`src/rtl/rst_cause_hub.sv`:
```
module rst_cause_hub #(
  parameter int SYNC_STAGES = 2,
  parameter int HOLD_CYCLES = 4
) (
  input  logic       clk,
  input  logic       por_req,
  input  logic       bod_req,
  input  logic       bod_rst_dis,
  input  logic       ext_rst,
  input  logic       ext_rst_en,
  input  logic       wdt_expire,
  input  logic       wdt_rst_en,
  input  logic       brk_det,
  input  logic       brk_rst_en,
  input  logic       sw_rst_req,
  input  logic       reg_we,
  input  logic [7:0] reg_wdata,
  output logic [7:0] reg_rdata,
  output logic       chip_rst
);
  localparam int NASYNC = 4;
  localparam int NFLAG  = 6;
  localparam int CW     = $clog2(HOLD_CYCLES + 1);
  localparam logic [NFLAG-1:0] POR_VALUE = 6'b110000;

  logic [SYNC_STAGES-1:0][NASYNC-1:0] sync_q;
  logic [NASYNC-1:0] async_in, async_s;
  logic [NFLAG-1:0]  flags, set_vec, keep_mask;
  logic [CW-1:0]     hold_cnt;

  assign async_in = {bod_req, brk_det, wdt_expire, ext_rst};

  always_ff @(posedge clk or posedge por_req) begin
    if (por_req) begin
      sync_q <= '0;
    end else begin
      sync_q[0] <= async_in;
      for (int i = 1; i < SYNC_STAGES; i++) sync_q[i] <= sync_q[i-1];
    end
  end

  assign async_s = sync_q[SYNC_STAGES-1];

  assign set_vec[0] = async_s[0] & ext_rst_en;
  assign set_vec[1] = sw_rst_req;
  assign set_vec[2] = async_s[1] & wdt_rst_en;
  assign set_vec[3] = async_s[2] & brk_rst_en;
  assign set_vec[4] = 1'b0;
  assign set_vec[5] = async_s[3] & ~bod_rst_dis;

  assign keep_mask = reg_we ? reg_wdata[NFLAG-1:0] : '1;

  always_ff @(posedge clk or posedge por_req) begin
    if (por_req) flags <= POR_VALUE;
    else         flags <= (flags & keep_mask) | set_vec;
  end

  always_ff @(posedge clk or posedge por_req) begin
    if (por_req)            hold_cnt <= CW'(HOLD_CYCLES);
    else if (|set_vec)      hold_cnt <= CW'(HOLD_CYCLES);
    else if (hold_cnt != 0) hold_cnt <= hold_cnt - 1'b1;
  end

  assign chip_rst  = (hold_cnt != '0);
  assign reg_rdata = {2'b00, flags};
endmodule


```
`config.mk`:
```
export PLATFORM = sky130hd
export DESIGN_NAME = rst_cause_hub
export DESIGN_NICKNAME = d
export VERILOG_FILES = /design/src/rtl/rst_cause_hub.sv
export SDC_FILE = /design/constraint.sdc
export NUM_CORES = 1
export LEC_CHECK = 0
export BUFFER_PORTS_ARGS = -buffer_cell sky130_fd_sc_hd__buf_2
export CORE_UTILIZATION = 39
export DETAILED_ROUTE_END_ITERATION = 8
export PLACE_DENSITY = 0.78
export SYNTH_ARGS = -nofsm -noshare
export SYNTH_HDL_FRONTEND = slang
export SYNTH_SLANG_ARGS = --single-unit
```
`constraint.sdc`:
```
create_clock -name clk -period 1 [get_ports clk]
set_input_delay 0 -clock clk [delete_from_list [all_inputs] [get_ports clk]]
set_output_delay 0 -clock clk [all_outputs]
set_load 0.005 [all_outputs]
```
==> key figures, run 1 <==
Outcome
  – Run status: finished with violations
  – Violated checks: setup timing

Worst setup path
  – Worst path top cell family by delay: flip-flops
  – Nature of the critical path endpoint: output pin
  – Critical path's slowest cell: dfrtp_1
  – CP Max Fanout: 4
  – Largest stage delay on the critical path: 400 ps
  – Worst EP required: 1000 ps
  – Crit path launch type: flip-flop
  – Critical path buffer and inverter count: 2
  – Cell Chain, Critical Path: inv_2 > ha_4 > nand2b_4 > buf_6
  – Setup CP Type: reg2out
  – Crit path arrival time: 1100 ps

Yosys
  – Post-synthesis mux area share: 0
  – Number of library cell types mapped by synthesis: 18
  – Async set-reset flop share out of synthesis: 1.00
  – Main synth FF type: dfrtp_1
  – EDFF count, synth: 0
  – Warnings from Yosys: 0
  – Avg Synthesized Cell Area: 12.4 µm²
  – Top cells by area, synth: dfrtp_1 56%, dfstp_2 13%, nand2_1 4.2%, ha_1 4.0%, o21ai_0 4.0%
  – Largest family of logic cells by synthesized area: simple AND/OR/NAND/NOR gates
  – #FFs+latches synth: 17
  – Cell Area, Synth: 631 µm²
  – Commonest cells in the netlist: 14 x dfrtp_1, 7 x nand2_1, 5 x o21ai_0, 4 x inv_1
  – Sequential element share of the synthesized area: 0.681
  – Top-count cell post-synth: dfrtp_1
  – Most area-hungry cell type in the Yosys netlist: dfrtp_1
  – Post-synthesis adder-cell area fraction: 0.0397
  – Synth Area in XOR/XNOR: 0.0139
  – Complex-gate fraction of the synthesized area: 0.0913
  – Fraction of the mapped netlist area in simple logic gates: 0.121
  – Post-synth top area share: 0.556
  – Syn Inst Count: 51

Final layout
  – Share of cells above drive strength 1: 0.408
  – Area Growth Syn to Fin: 57.9%
  – Total Nets Final: 121
  – Non-Filler Instances: 114
  – Ant diodes: 0

Pwr
  – Peak VDD IR: 0.00122 V
  – Pwr/cell area: 1350 mW/mm²
  – Switch Pwr: 320 µW
  – Switching Fraction: 0.239
  – Pleak: 0.492 nW
  – Cell internal pwr: 1.02 mW
  – Clk network pwr share: 0.265
  – Combinational power share: 0.170
  – Flop pwr share: 0.565

Clocking
  – Clk_lat worst skew: 290 ps
  – CTS Buffer Depth: 2
  – H-tree depth: 1
  – TritonCTS clock tree: built
  – Inserted Clock Buffers: 3
  – CTS Root Cell: clkbuf_4
  – Clock transition at path regs: 100 ps
  – CTS sink count: 17

Die
  – Initial Util: 0.419
  – Die H: 42.2 µm
  – Site Rows: 14
  – Num ports: 29
  – Total core area: 0.00151 mm²
  – Die ar.: 0.00178 mm²
  – Chip width: 42.2 µm

Routing
  – Drt first pass iters: 4
  – Vias per cell: 4.41
  – DRT iter0 DRCs: 12
  – DRT Wirelength: 1230 µm
  – ANT nets after route: 0
  – Vias after detailed routing: 503
  – WL/cell: 10.8 µm
  – DRC viols: 0

Worst hold path
  – HP Class: in2reg

Timing
  – Min cycle time layout: 1100 ps
  – Setup ws final: -104 ps
  – Clock Skew: 6.36 ps
  – RSZ-0062 raised after global routing: true
  – Count of final setup violators: 4
  – Final slew viol count: 0
  – Fmax: 906 MHz
  – Period utilization: 1.10
  – Final hold violation count: 0
  – Setup TNS: -302 ps

Place
  – Placed Instances: 92
  – PortBufs: 24
  – Post-DP HPWL: 791 µm
  – GP Congestion: 0.626
  – Place WS: -42.8 ps

Global routing
  – Number of global-route vias before repair: 470
  – GRT overflow: 0
  – Largest net degree at the start of global routing: 18
  – Gr usage total: 0.155
  – Antenna violations before repair: 0
  – First-pass GRT wire length: 1950 µm

Flow run
  – MaxCap Viol Count: 0
cell type report:
| cell class | instances | area, µm² |
|---|---|---|
| Fill cell | 118 | 510 |
| Sequential cell | 17 | 429 |
| Timing Repair Buffer | 44 | 317 |
| Multi-Input combinational cell | 29 | 188 |
| Clock buffer | 3 | 22.5 |
| Tap cell | 16 | 20.0 |
| Inverter | 4 | 15.0 |
| Clock inverter | 1 | 5.00 |
cell families (layout without fill, tap and decap cells):
| logic type | Yosys count | count (layout) |
|---|---|---|
| DFF | 17 | 17 |
| and+or+nand+nor | 15 | 15 |
| AOI/OAI and AO/OA | 9 | 9 |
| buffers and inverters | 6 | 52 |
| adders and majority gates | 2 | 2 |
| other | 1 | 2 |
| xor gates and xnor gates | 1 | 1 |
stage by stage:
| stage | area [µm²] | utilization | total power, mW | hold slack [ps] |
|---|---|---|---|---|
| 5_1_grt | 996 | 0.661 | 1.42 | 58.8 |
| 3_5_place_dp | 787 | 0.522 | 0.943 | 16.4 |
| 2_1_floorplan | 647 | - | 0.865 | -76.1 |
| 6_report | 996 | 0.661 | 1.34 | 61.7 |
| 3_3_place_gp | 787 | 0.522 | 0.934 | 11.0 |
| 4_1_cts | 981 | 0.651 | 1.35 | 51.5 |
flip-flops by register name, indices dropped and copies added (netlist names):
name and count:
async_s 4, flags 6, hold_cnt 3, sync_q 4
routing by layer:
| metal | up-vias | wire (µm) | GRT usage | part of all wire |
|---|---|---|---|---|
| met4 | 0 | 12 | 0.0563 | 0.0098 |
| met3 | 2 | 85 | 0.0776 | 0.069 |
| met5 | - | 0 | 0 | 0 |
| met1 | 226 | 531 | 0.170 | 0.43 |
| li1 | 252 | - | - | - |
| met2 | 23 | 598 | 0.255 | 0.49 |
what timing repair did:
| action | 4_1_cts | 5_1_grt |
|---|---|---|
| endpoints found under the hold margin | 27 | 0 |
| setup buffers | 0 | 2 |
| pin swaps | 4 | 3 |
| hold buffers | 16 | 0 |
| setup endpoints to repair | 4 | 4 |
| gates resized for setup | 1 | 0 |
worst register-to-register path, cell delays in order, from the launching register on:
cell     delay [ps]
dfrtp_1         410
a21oi_2         150
nand4_1         160
a211o_1         310
power by group through the flow:
stage / clock (mW) / combinational (mW) / sequential, mW
after floorplan: 0 / 0.0928 / 0.772
after global placement: 0 / 0.165 / 0.769
after detailed placement: 0 / 0.171 / 0.772
after CTS: 0.372 / 0.222 / 0.759
after global routing: 0.403 / 0.253 / 0.765
final: 0.356 / 0.228 / 0.758
final timing paths:
check | start | end | slack, ps | cells past startpoint
min in group asynchronous | por_req | hold_cnt[1]$_DFFE_PP0P_ | 250 | 4
setup / recovery | hold_cnt[1]$_DFFE_PP0P_ | chip_rst | -100 | 4
hold / removal | reg_we | flags[4]$_DFF_PP1_ | 60 | 3
hold reg to reg | sync_q[0]$_DFF_PP0_ | async_s[0]$_DFF_PP0_ | 350 | 0
setup reg to reg | async_s[0]$_DFF_PP0_ | hold_cnt[2]$_DFFE_PP1P_ | -80 | 3
max in group asynchronous | por_req | flags[4]$_DFF_PP1_ | 500 | 4
placed cells by master (no fill, tap or decap):
master and count:
dlygate4sd3_1 16, ha_4 1, nand2b_4 1, a211o_1 1, nand2b_1 2, buf_6 1, buf_4 4, nand4_1 1
nor2_1 3, a21oi_2 1, clkinv_2 1, inv_2 2, conb_1 2, inv_1 2, dfstp_2 3, a211oi_1 1
xnor2_1 1, nor2b_1 1, o21ai_0 5, dfrtp_1 14, o21a_1 1, nand2_1 7, clkbuf_4 3, buf_2 23
ha_1 1
Note: power is estimated with default switching activity, not from simulation.
==> inputs of run 2 (changes only) <==
- CORE_MARGIN: not set -> 2
- CORE_UTILIZATION: 39 -> 35
- PLACE_DENSITY: 0.78 -> 0.72
==> key figures, run 2 (same netlist as run 1, synthesis figures left out) <==
Clocking
  – TritonCTS clock tree: built
  – Clock transition at path regs: 100 ps (about the same)
  – CTS Root Cell: clkbuf_4
  – CTS Buffer Depth: 2 (unchanged)
  – CTS sink count: 17 (unchanged)
  – Clk_lat worst skew: 280 ps (about the same)
  – # Post-CTS Setup Buffers: 0 (unchanged)
  – H-tree depth: 1 (unchanged)
  – Inserted Clock Buffers: 3 (unchanged)

Worst setup path
  – R2R Path End: hold_cnt[1]$_DFFE_PP0P_
  – R2r setup slk: -70 ps (about the same)
  – Nature of the critical path endpoint: output pin
  – Critical path's slowest cell: dfrtp_1
  – Cell Chain, Critical Path: inv_2 > ha_4 > nand2b_4 > buf_6
  – Critical path buffer and inverter count: 2 (unchanged)
  – Worst EP required: 1000 ps (about the same)
  – Worst path top cell family by delay: flip-flops
  – Crit path arrival time: 1100 ps (about the same)
  – Largest stage delay on the critical path: 400 ps (about the same)
  – Reg2Reg Depth: 3 (unchanged)
  – Setup CP Type: reg2out
  – CP Max Fanout: 4 (unchanged)
  – Reg2reg start: hold_cnt[2]$_DFFE_PP1P_
  – Crit path launch type: flip-flop

Final layout
  – Total Nets Final: 119 (-1.7%)
  – Ant diodes: 0 (unchanged)
  – Max reg flops: 6 (unchanged)
  – Most frequent cells in the layout: 23 x buf_2, 16 x dlygate4sd3_1, 14 x dfrtp_1, 7 x nand2_1, 5 x o21ai_0
  – Non-Filler Instances: 121 (+6.1%)
  – Fillcell total: 147 (+25%)
  – Commonest non-fill, non-tap cell in the layout: buf_2
  – Most flops, register: flags
  – Fin util: 0.580 (-0.0809)
  – Share of cells above drive strength 1: 0.385 (-0.0227)
  – Design area: 991 µm² (-0.50%)
  – Area Growth Syn to Fin: 57.1%
  – Area of the multi-input gates: 188 µm² (unchanged)
  – FF+latch area: 429 µm² (unchanged)

Die
  – Die H: 46.4 µm (+10%)
  – Total core area: 0.00171 mm² (+13%)
  – Initial Util: 0.369 (-0.0494)
  – Die ar.: 0.00216 mm² (+21%)
  – Chip width: 46.4 µm (+10%)
  – Site Rows: 15 (+1)
  – Num ports: 29 (unchanged)

Outcome
  – Violated checks: setup timing
  – Run status: finished with violations

Place
  – GP Congestion: 0.671 (+7.2%)
  – Placed cell area: 798 µm² (+1.4%)
  – Placed Instances: 101 (+9.8%)
  – Place WS: -51.8 ps (-9.08 ps)
  – Post-DP HPWL: 846 µm (+6.9%)
  – PortBufs: 24 (unchanged)

Routing
  – DRC viols: 0 (unchanged)
  – DRT Wirelength: 1300 µm (+5.7%)
  – Vias per cell: 4.03 (-8.6%)
  – DRT iter0 DRCs: 2 (-10)
  – ANT nets after route: 0 (unchanged)
  – WL/cell: 10.7 µm (-0.41%)
  – Vias after detailed routing: 488 (-3.0%)
  – Drt first pass iters: 2 (-2)

Worst hold path
  – WHS Path Cells: 3 (unchanged)
  – HP Class: in2reg
  – Worst Hold Endpoint: flags[4]$_DFF_PP1_
  – Min-delay src: reg_we

Pwr
  – Peak VDD IR: 0.000808 V (-34%)
  – Pwr/cell area: 1350 mW/mm² (+0.16%)
  – Clk network pwr share: 0.267 (+0.002)
  – Switching Fraction: 0.235 (-0.00399)
  – Combinational power share: 0.167 (-0.003)
  – Cell internal pwr: 1.02 mW (+0.18%)
  – Switch Pwr: 314 µW (-2.0%)
  – Pleak: 0.482 nW (-2.0%)
  – Flop pwr share: 0.566 (about the same)

Global routing
  – Antenna violations before repair: 0 (unchanged)
  – Number of global-route vias before repair: 520 (+11%)
  – Gr usage total: 0.143 (-0.0115)
  – GRT overflow: 0 (unchanged)
  – First-pass GRT wire length: 1980 µm (+1.4%)
  – Largest net degree at the start of global routing: 18 (unchanged)

Timing
  – Setup TNS: -249 ps (+53.3 ps)
  – Setup ws final: -103 ps (+1.45 ps)
  – Final hold violation count: 0 (unchanged)
  – Min cycle time layout: 1100 ps (-1.45 ps)
  – Period utilization: 1.10 (-0.00145)
  – Count of final setup violators: 4 (unchanged)
  – Fmax: 907 MHz (+0.13%)
  – Clock Skew: 5.35 ps (-1.01 ps)
  – Final slew viol count: 0 (unchanged)
  – RSZ-0062 raised after global routing: true

Flow run
  – MaxCap Viol Count: 0 (unchanged)
==> run 2: changes by cell type in the layout (fill, tap and decap cells not counted) <==
| cell | delta |
|---|---|
| clkbuf_1 | +1 |
| clkinv_2 | -1 |
| buf_4 | -2 |
==> run 2: how the worst max path moves through the flow <==
| stage | start | endpoint | cells past startpoint |
|---|---|---|---|
| after floorplan | hold_cnt[0]$_DFFE_PP0P_ | hold_cnt[2]$_DFFE_PP1P_ | 4 |
| after global placement | hold_cnt[1]$_DFFE_PP0P_ | hold_cnt[2]$_DFFE_PP1P_ | 4 |
| after detailed placement | hold_cnt[1]$_DFFE_PP0P_ | hold_cnt[1]$_DFFE_PP0P_ | 4 |
| after CTS | hold_cnt[1]$_DFFE_PP0P_ | chip_rst | 4 |
| after global routing | hold_cnt[0]$_DFFE_PP0P_ | chip_rst | 4 |
| final | hold_cnt[0]$_DFFE_PP0P_ | chip_rst | 4 |
==> run 2: per-layer routing <==
metal,track usage,share of wire
met5,0,0
met4,0.114,0.021
met1,0.134,0.39
met3,0.0392,0.049
met2,0.256,0.54
==> run 2: layout make-up <==
cell class	count	share of cell area
clock buffer	4	0.0265
inverter	4	0.0152
multi-input combinational	29	0.189
sequential	17	0.433
tap	25	0.0316
timing repair buffer	42	0.304
==> run 2: timing repair <==
item | CTS | global route
hold endpoints to repair | 27 | 0
setup endpoints to repair | 4 | 4
pin swaps | 1 | 0
hold buffers | 16 | 0
gates resized for setup | 1 | 0
==> run 2: worst register-to-register path, stage by stage (launching register included) <==
cell      delay, ps
dfstp_2         560
nand2b_4        150
nor2_1           50
a211oi_1        220
==> run 2: through the flow <==
step,power (mW),hold WS (ps)
floorplan,0.865,-76.1
global placement,0.935,12.7
detailed placement,0.944,13.6
CTS,1.35,72.6
global route,1.42,91.7
finish,1.34,67.3
==> run 2: power groups by stage <==
stage,combinational (mW),sequential [mW],clock [mW]
after floorplan,0.0928,0.772,0
after global placement,0.167,0.768,0
after detailed placement,0.173,0.771,0
after CTS,0.226,0.758,0.365
after global routing,0.251,0.764,0.401
final,0.224,0.758,0.357
